$ cat config.mk
export PLATFORM = sky130hd
export DESIGN_NAME = sio_strobe_port
export DESIGN_NICKNAME = d
export VERILOG_FILES = /design/src/rtl/sio_strobe_pkg.sv /design/src/rtl/sio_tick_gen.sv /design/src/rtl/sio_shift_unit.sv /design/src/rtl/sio_host_regs.sv /design/src/rtl/sio_frame_ctrl.sv /design/src/rtl/sio_strobe_port.sv
export SDC_FILE = /design/constraint.sdc
export NUM_CORES = 1
export LEC_CHECK = 0
export BUFFER_PORTS_ARGS = -buffer_cell sky130_fd_sc_hd__buf_4
export CORE_MARGIN = 8
export CORE_UTILIZATION = 55
export CTS_CLUSTER_DIAMETER = 30
export DETAILED_ROUTE_END_ITERATION = 8
export GPL_TIMING_DRIVEN = 1
export HOLD_SLACK_MARGIN = 0.02
export PLACE_DENSITY = 0.85
export RECOVER_POWER = 25
export REMOVE_ABC_BUFFERS = 1
export SETUP_SLACK_MARGIN = 0.15
export SLEW_MARGIN = 20
export SYNTH_ARGS = -nofsm -noshare
export SYNTH_HDL_FRONTEND = slang
export SYNTH_HIERARCHICAL = 1
export SYNTH_SLANG_ARGS = --single-unit
$ cat constraint.sdc
create_clock -name clk -period 6.5 [get_ports clk]
set_input_delay 0.975 -clock clk [delete_from_list [all_inputs] [get_ports clk]]
set_output_delay 0.975 -clock clk [all_outputs]
set_load 0.005 [all_outputs]
$ cat src/rtl/sio_strobe_pkg.sv
package sio_strobe_pkg;

    typedef enum logic [1:0] {
        ST_IDLE,
        ST_LEAD,
        ST_SHIFT,
        ST_POST
    } frame_state_e;

    // Phase counts measured in half periods of the shift clock.
    localparam int LEAD_TICKS      = 3;
    localparam int STRB_ON_TICK    = 1;
    localparam int STRB_OFF_TICK   = 3;
    localparam int BUSY_FIRST_TICK = 4;
    localparam int BUSY_STEP_TICKS = 2;

    typedef struct packed {
        logic load;
        logic fall;
        logic rise;
        logic last;
    } shift_ctl_t;

    function automatic int half_clocks(input int base, input int sel);
        return base << sel;
    endfunction

    function automatic logic is_external(input int sel, input int num_int);
        return sel >= num_int;
    endfunction

endpackage

$ cat src/rtl/sio_tick_gen.sv
module sio_tick_gen
    import sio_strobe_pkg::*;
#(
    parameter int SEL_W     = 3,
    parameter int BASE_HALF = 4,
    parameter int NUM_INT   = 6
) (
    input  logic             clk,
    input  logic             rst,
    input  logic             hold_i,
    input  logic [SEL_W-1:0] sel_i,
    input  logic             ext_sck_i,
    output logic             tick_o
);
    localparam int MAX_HALF = BASE_HALF << (NUM_INT - 1);
    localparam int CW       = $clog2(MAX_HALF) + 1;

    logic [CW-1:0] cnt;
    logic [CW-1:0] half_m1;
    logic          ext_mode;
    logic          ext_q;
    logic          int_tick;
    logic          ext_tick;

    assign ext_mode = is_external(int'(sel_i), NUM_INT);
    assign half_m1  = CW'(half_clocks(BASE_HALF, int'(sel_i)) - 1);
    assign int_tick = !ext_mode && !hold_i && (cnt == half_m1);
    assign ext_tick = ext_mode && (ext_sck_i != ext_q);
    assign tick_o   = int_tick || ext_tick;

    always_ff @(posedge clk) begin
        if (rst) begin
            cnt   <= '0;
            ext_q <= 1'b1;
        end else begin
            ext_q <= ext_sck_i;
            if (hold_i || ext_mode || int_tick) begin
                cnt <= '0;
            end else begin
                cnt <= cnt + CW'(1);
            end
        end
    end

endmodule

$ cat src/rtl/sio_shift_unit.sv
module sio_shift_unit
    import sio_strobe_pkg::*;
#(
    parameter int DW = 8
) (
    input  logic          clk,
    input  logic          rst,
    input  shift_ctl_t    ctl_i,
    input  logic [DW-1:0] tx_i,
    input  logic          si_i,
    output logic          so_o,
    output logic [DW-1:0] rx_o
);
    logic [DW-1:0] shreg;

    always_ff @(posedge clk) begin
        if (rst) begin
            shreg <= '0;
            so_o  <= 1'b1;
            rx_o  <= '0;
        end else begin
            if (ctl_i.load) begin
                shreg <= tx_i;
                so_o  <= tx_i[DW-1];
            end else if (ctl_i.fall) begin
                so_o  <= shreg[DW-1];
            end else if (ctl_i.rise) begin
                shreg <= {shreg[DW-2:0], si_i};
            end
            if (ctl_i.last) begin
                rx_o <= {shreg[DW-2:0], si_i};
            end
        end
    end

    // data output moves only at a load or a falling-edge event
    assert_so_on_fall_R3: assert property (@(posedge clk) disable iff (rst)
        !$stable(so_o) |-> $past(ctl_i.load || ctl_i.fall));

endmodule

$ cat src/rtl/sio_host_regs.sv
module sio_host_regs #(
    parameter int DW = 8
) (
    input  logic          clk,
    input  logic          rst,
    input  logic          wr_i,
    input  logic [DW-1:0] wdata_i,
    input  logic          in_shift_i,
    input  logic          load_i,
    input  logic          last_i,
    output logic [DW-1:0] tx_buf_o,
    output logic          accept_o,
    output logic          pending_o,
    output logic          done_o,
    output logic          err_o
);
    assign accept_o = wr_i && !in_shift_i;

    always_ff @(posedge clk) begin
        if (rst) begin
            tx_buf_o  <= '0;
            pending_o <= 1'b0;
            done_o    <= 1'b0;
            err_o     <= 1'b0;
        end else begin
            if (accept_o) begin
                tx_buf_o  <= wdata_i;
                pending_o <= 1'b1;
                done_o    <= 1'b0;
                err_o     <= 1'b0;
            end else begin
                if (load_i) begin
                    pending_o <= 1'b0;
                end
                if (wr_i) begin
                    err_o <= 1'b1;
                end
                if (last_i) begin
                    done_o <= 1'b1;
                end
            end
        end
    end

    // a write during shifting leaves the buffer and raises the error flag
    assert_reject_write_R10: assert property (@(posedge clk) disable iff (rst)
        (wr_i && in_shift_i) |=> (err_o && $stable(tx_buf_o)));

    // completion flag only rises from the final rising edge
    assert_done_source_R4: assert property (@(posedge clk) disable iff (rst)
        $rose(done_o) |-> $past(last_i));

endmodule

$ cat src/rtl/sio_frame_ctrl.sv
module sio_frame_ctrl
    import sio_strobe_pkg::*;
#(
    parameter int DW = 8
) (
    input  logic       clk,
    input  logic       rst,
    input  logic       tick_i,
    input  logic       accept_i,
    input  logic       pending_i,
    input  logic       busy_en_i,
    input  logic       busy_i,
    output logic       sck_o,
    output logic       strb_o,
    output logic       in_shift_o,
    output logic       idle_o,
    output shift_ctl_t ctl_o
);
    localparam int EDGES = 2 * DW;
    localparam int SW    = $clog2(EDGES) + 1;

    frame_state_e  state;
    logic [SW-1:0] cnt;
    logic [SW-1:0] cnt_nx;
    logic          lead_done;
    logic          shift_done;
    logic          release_now;
    logic          busy_wait;

    assign cnt_nx     = cnt + SW'(1);
    assign lead_done  = (state == ST_LEAD) && tick_i && (cnt == SW'(LEAD_TICKS - 1));
    assign shift_done = (state == ST_SHIFT) && tick_i && (cnt == SW'(EDGES - 2));
    assign in_shift_o = (state == ST_SHIFT);
    assign idle_o     = (state == ST_IDLE);

    always_comb begin
        ctl_o.load = lead_done;
        ctl_o.fall = (state == ST_SHIFT) && tick_i && cnt[0];
        ctl_o.rise = (state == ST_SHIFT) && tick_i && !cnt[0];
        ctl_o.last = shift_done;
    end

    always_comb begin
        release_now = 1'b0;
        busy_wait   = 1'b0;
        if ((state == ST_POST) && tick_i) begin
            if (!busy_en_i) begin
                release_now = (cnt_nx >= SW'(STRB_OFF_TICK));
            end else if (cnt_nx >= SW'(BUSY_FIRST_TICK)) begin
                release_now = !busy_i;
                busy_wait   = busy_i;
            end
        end
    end

    always_ff @(posedge clk) begin
        if (rst) begin
            state  <= ST_IDLE;
            cnt    <= '0;
            sck_o  <= 1'b1;
            strb_o <= 1'b0;
        end else begin
            unique case (state)
                ST_IDLE: begin
                    if (accept_i) begin
                        state <= ST_LEAD;
                        cnt   <= '0;
                    end
                end
                ST_LEAD: begin
                    if (lead_done) begin
                        state <= ST_SHIFT;
                        cnt   <= '0;
                        sck_o <= 1'b0;
                    end else if (tick_i) begin
                        cnt <= cnt_nx;
                    end
                end
                ST_SHIFT: begin
                    if (tick_i) begin
                        sck_o <= ~sck_o;
                        if (shift_done) begin
                            state <= ST_POST;
                            cnt   <= '0;
                        end else begin
                            cnt <= cnt_nx;
                        end
                    end
                end
                ST_POST: begin
                    if (tick_i) begin
                        if (cnt_nx == SW'(STRB_ON_TICK)) begin
                            strb_o <= 1'b1;
                        end
                        if (cnt_nx == SW'(STRB_OFF_TICK)) begin
                            strb_o <= 1'b0;
                        end
                        if (release_now) begin
                            state <= (pending_i || accept_i) ? ST_LEAD : ST_IDLE;
                            cnt   <= '0;
                        end else if (busy_wait) begin
                            cnt <= SW'(BUSY_FIRST_TICK - BUSY_STEP_TICKS);
                        end else begin
                            cnt <= cnt_nx;
                        end
                    end
                end
                default: state <= ST_IDLE;
            endcase
        end
    end

    // the shift clock only moves on a phase tick
    assert_sck_on_tick_R2: assert property (@(posedge clk) disable iff (rst)
        !$stable(sck_o) |-> $past(tick_i));

    // strobe is only high while the clock rests high
    assert_strobe_clock_high_R5: assert property (@(posedge clk) disable iff (rst)
        strb_o |-> sck_o);

    // a frame begins only when a byte has been written
    assert_start_needs_data_R7: assert property (@(posedge clk) disable iff (rst)
        lead_done |-> pending_i);

    // a high busy sample keeps the port waiting
    assert_busy_hold_R6: assert property (@(posedge clk) disable iff (rst)
        busy_wait |=> (state == ST_POST));

endmodule

$ cat src/rtl/sio_strobe_port.sv
module sio_strobe_port
    import sio_strobe_pkg::*;
#(
    parameter int DW        = 8,
    parameter int SEL_W     = 3,
    parameter int BASE_HALF = 4,
    parameter int NUM_INT   = 6
) (
    input  logic             clk,
    input  logic             rst,
    input  logic             wr_i,
    input  logic [DW-1:0]    wdata_i,
    output logic [DW-1:0]    rdata_o,
    output logic             pending_o,
    output logic             done_o,
    output logic             err_o,
    input  logic [SEL_W-1:0] clk_sel_i,
    input  logic             busy_en_i,
    input  logic             ext_sck_i,
    output logic             sck_o,
    output logic             so_o,
    input  logic             si_i,
    output logic             strb_o,
    input  logic             busy_i
);
    logic          tick;
    logic          idle;
    logic          in_shift;
    logic          accept;
    logic [DW-1:0] tx_buf;
    shift_ctl_t    ctl;

    sio_tick_gen #(
        .SEL_W    (SEL_W),
        .BASE_HALF(BASE_HALF),
        .NUM_INT  (NUM_INT)
    ) u_tick (
        .clk      (clk),
        .rst      (rst),
        .hold_i   (idle),
        .sel_i    (clk_sel_i),
        .ext_sck_i(ext_sck_i),
        .tick_o   (tick)
    );

    sio_host_regs #(
        .DW(DW)
    ) u_regs (
        .clk       (clk),
        .rst       (rst),
        .wr_i      (wr_i),
        .wdata_i   (wdata_i),
        .in_shift_i(in_shift),
        .load_i    (ctl.load),
        .last_i    (ctl.last),
        .tx_buf_o  (tx_buf),
        .accept_o  (accept),
        .pending_o (pending_o),
        .done_o    (done_o),
        .err_o     (err_o)
    );

    sio_frame_ctrl #(
        .DW(DW)
    ) u_ctrl (
        .clk       (clk),
        .rst       (rst),
        .tick_i    (tick),
        .accept_i  (accept),
        .pending_i (pending_o),
        .busy_en_i (busy_en_i),
        .busy_i    (busy_i),
        .sck_o     (sck_o),
        .strb_o    (strb_o),
        .in_shift_o(in_shift),
        .idle_o    (idle),
        .ctl_o     (ctl)
    );

    sio_shift_unit #(
        .DW(DW)
    ) u_shift (
        .clk  (clk),
        .rst  (rst),
        .ctl_i(ctl),
        .tx_i (tx_buf),
        .si_i (si_i),
        .so_o (so_o),
        .rx_o (rdata_o)
    );

endmodule

==> impl_metrics.csv <==
group,metric,value,unit
critical_path,reg2reg_slack,3350,ps
critical_path,critical_path_class,"in -> reg",
job,maxCapViolCount,1,
synthesis,synth_xor_area_share,2.33,%
worst_hold_path,min_path_type,"reg -> reg",
timing,finalSetupTns,0,ps
synthesis,ys.warnings.count,6,
timing,rsz0062_at_grt,"false",
timing,fin_crit_sh,54.9,%
die,die_w,85.2,um
die,io_pins,32,
cts,clock_path_buffers,2,
synthesis,synthMuxAreaShare,4.18,%
die,start_util,56.6,%
die,dieArea,7270,um^2
timing,hold_viol,0,
final_layout,final.fill_count,387,
global_route,grt_max_degree,50,
timing,tightest_slew,1940,ps
final_layout,ff_latch_area,921,um^2
cts,cts-root-buf,"clkbuf_8",
worst_hold_path,min_path_cells,1,
synthesis,synth_fa_ha_area_share,3.80,%
run_status,outcome,"finished, violations left",
synthesis,yosysSeqAreaShare,34.9,%
cts,cts.sinks,46,
drt,drt_iter0_drc,192,
critical_path,worstReg2RegStart,"u_tick/cnt[0]$_SDFF_PP0_",
power,power_leakage,1.07,nW
run_status,violations,"max-capacitance violations, max-slew violations",
synthesis,synth-compound-area-share,21.3,%
timing,finalCriticalPeriod,3570,ps
placement,port_buffers,31,
cts,h-tree-depth,2,
final_layout,multi_input_area,1560,um^2
cts,postCtsSetupBuffers,0,
synthesis,synth_flop_cell,"dfxtp_1",
timing,report.final.slew_viol_count,50,
worst_hold_path,hold_path_end,"u_tick/cnt[0]$_SDFF_PP0_",
synthesis,synth_edf_count,0,
placement,place_area,2840,um^2
drt,drc,0,
synthesis,ys_ff_latch,46,
critical_path,start_kind,"primary input",
placement,dp_hpwl,3990,um
drt,drt-total-wl,5710,um
die,row_count,25,
drt,vias,2185,
power,ir_drop,0.232,mV
drt,avgViaCountPerCell,6.05,
final_layout,areaGrowthSynthToFinish,11.7,%
cts,clk_pin_slew_worst_paths,90,ps
timing,setup_viol,0,
timing,clock_skew,9.82,ps
synthesis,async_flop_share,0,%
final_layout,num_antenna_cells,0,
worst_hold_path,min_from,"u_tick/cnt[0]$_SDFF_PP0_",
synthesis,yosysUniqueCellTypes,64,
synthesis,synth_cells,282,
synthesis,synth_top_family_by_area,"simple AND/OR/NAND/NOR gates",
power,powerDensity,274,nW/um^2
final_layout,num-nets-final,332,
global_route,grt_overflow,0,
critical_path,required,6600,ps
cts,numCtsBuffers,5,
synthesis,yosys.area_share.simple,27.4,%
global_route,antenna_found_initial,0,
placement,gp_congestion,0.895,
timing,fmax,280,MHz
cts,cts_resized,0,
final_layout,final_layout_size_suffix_gt1_share,22.8,%
synthesis,syn_avg_cell_area,9.35,um^2
die,die_h,85.2,um
critical_path,crit_fanout,16,
critical_path,reg2reg_depth,12,
critical_path,crit_arrival,3670,ps
synthesis,netlist_area,2640,um^2
critical_path,critPathCaptureType,"register",
global_route,grt_pass1_vias,2092,
die,coreArea,4660,um^2
drt,ant_nets,0,
final_layout,finalInstanceArea,2950,um^2
timing,maxSlewHeadroom,-29.2,%
cts,holdBufCountCts,0,
cts,cts_tree,"yes",
critical_path,reg2reg_to,"u_ctrl/cnt[3]$_SDFFE_PP0P_",
global_route,grt_pass1_wl,9740,um
cts,insertion_delay,300,ps
global_route,track_usage,15.8,%
drt,post_drt_wl_per_cell,15.8,um
drt,drt-pass1-iter-count,4,
-- layout by cell type (no fill, tap or decap), types with 9 or more instances in the layout --
| cell type | synthesis | final |
|---|---|---|
| dfxtp_1 | 46 | 46 |
| nor2_1 | 33 | 33 |
| buf_4 | 5 | 21 |
| clkbuf_4 | 0 | 11 |
| nand2_1 | 11 | 11 |
| nand2b_1 | 11 | 11 |
| a21oi_1 | 11 | 11 |
| mux2i_1 | 11 | 11 |
| nor2b_1 | 10 | 10 |
| inv_1 | 9 | 9 |
| nand3_1 | 9 | 9 |
-- per-layer routing --
| layer | GRT usage, % | part of all wire [%] |
|---|---|---|
| met2 | 26.0 | 48 |
| met4 | 4.21 | 0.84 |
| met3 | 3.86 | 5.2 |
| met5 | 0 | 0 |
| met1 | 20.1 | 45 |
-- worst max-delay path: stages --
cell and delay, ps:
buf_4 140, or3_1 360, a21boi_2 180, o211ai_1 90, or3b_1 390, o21ai_1 120
buf_4 240, nand3b_2 160, o31ai_2 400, nand2_1 250, o221ai_1 270, a21oi_1 90
-- logic make-up (layout without fill, tap and decap cells) --
logic type	Yosys count	after routing
compound gates	66	66
mux	11	11
buf+inv	26	51
xor+xnor	7	7
flops	46	46
fa+ha+maj	8	8
simple gates	118	118
-- flip-flops by register name, summed over array words and instances (netlist names) --
signal            cells
u_shift/shreg         8
u_regs/pending_o      1
u_tick/cnt            8
u_ctrl/state          2
u_regs/tx_buf_o       8
u_ctrl/cnt            5
u_shift/rx_o          8
u_tick/ext_q          1
u_ctrl/sck_o          1
u_ctrl/strb_o         1
u_shift/so_o          1
u_regs/err_o          1
u_regs/done_o         1
-- cells in the mapped netlist, types with 2 or more instances --
cell	number	area share [%]
and3_1	5	1.2
o21ai_2	8	2.7
nand2b_1	11	2.6
ha_1	8	3.8
o2111ai_1	2	0.66
xor2_1	5	1.7
dfxtp_1	46	35
and2b_2	3	1.0
mux2i_1	11	4.2
nand4bb_1	8	3.4
a211oi_1	4	1.1
and2_1	2	0.47
nand2_1	11	1.6
clkbuf_1	2	0.28
xnor2_1	2	0.66
a2111oi_1	8	3.0
nor3_1	3	0.57
nand3_1	9	1.7
nor2b_1	10	2.4
a21oi_1	11	2.1
buf_4	5	1.4
nor2_1	33	4.7
o211ai_1	3	0.85
nor4b_1	9	3.0
o21ai_1	2	0.38
o21ai_0	6	1.1
inv_1	9	1.3
nor3b_1	2	0.57
buf_6	5	2.1
buf_2	4	0.76
o221ai_1	2	0.66
-- how the worst max path moves through the flow --
stage	to	slack (ps)	depth (start not counted)	startpoint
after floorplan	u_shift/shreg[0]$_SDFFE_PP0P_	1060	9	clk_sel_i[1]
after global placement	u_shift/shreg[0]$_SDFFE_PP0P_	2840	12	clk_sel_i[1]
after detailed placement	u_shift/shreg[0]$_SDFFE_PP0P_	2700	12	clk_sel_i[1]
after CTS	u_shift/shreg[0]$_SDFFE_PP0P_	3010	12	clk_sel_i[1]
after global routing	u_shift/shreg[6]$_SDFFE_PP0P_	2710	12	clk_sel_i[1]
final	u_ctrl/cnt[3]$_SDFFE_PP0P_	2930	12	clk_sel_i[1]
-- through the flow --
| step | cells | worst slack, ps | hold slack, ps | utilization, % | total power, W |
|---|---|---|---|---|---|
| detailed placement | 353 | 2700 | 466 | 60.9 | 0.000591 |
| global route | 361 | 2710 | 500 | 63.2 | 0.000850 |
| global placement | 353 | 2840 | 454 | 60.9 | 0.000581 |
| finish | 361 | 2930 | 486 | 63.2 | 0.000806 |
| floorplan | 265 | 1060 | 438 | - | 0.000517 |
| CTS | 361 | 3010 | 488 | 63.4 | 0.000804 |
-- layout make-up --
| cell class | count | share of cell area (%) |
|---|---|---|
| clock inverter | 3 | 1.49 |
| inverter | 9 | 1.15 |
| clock buffer | 5 | 2.34 |
| sequential | 46 | 31.3 |
| tap | 54 | 2.29 |
| timing repair buffer | 34 | 8.41 |
| multi-input combinational | 210 | 53.1 |
-- where the power goes --
part	switching, W	internal, W	total, W
clock	0.0000988	0.000115	0.000214
combinational	0.000158	0.000104	0.000262
sequential	0.0000239	0.000307	0.000331
No activity file was read; power rests on OpenSTA's default activity.
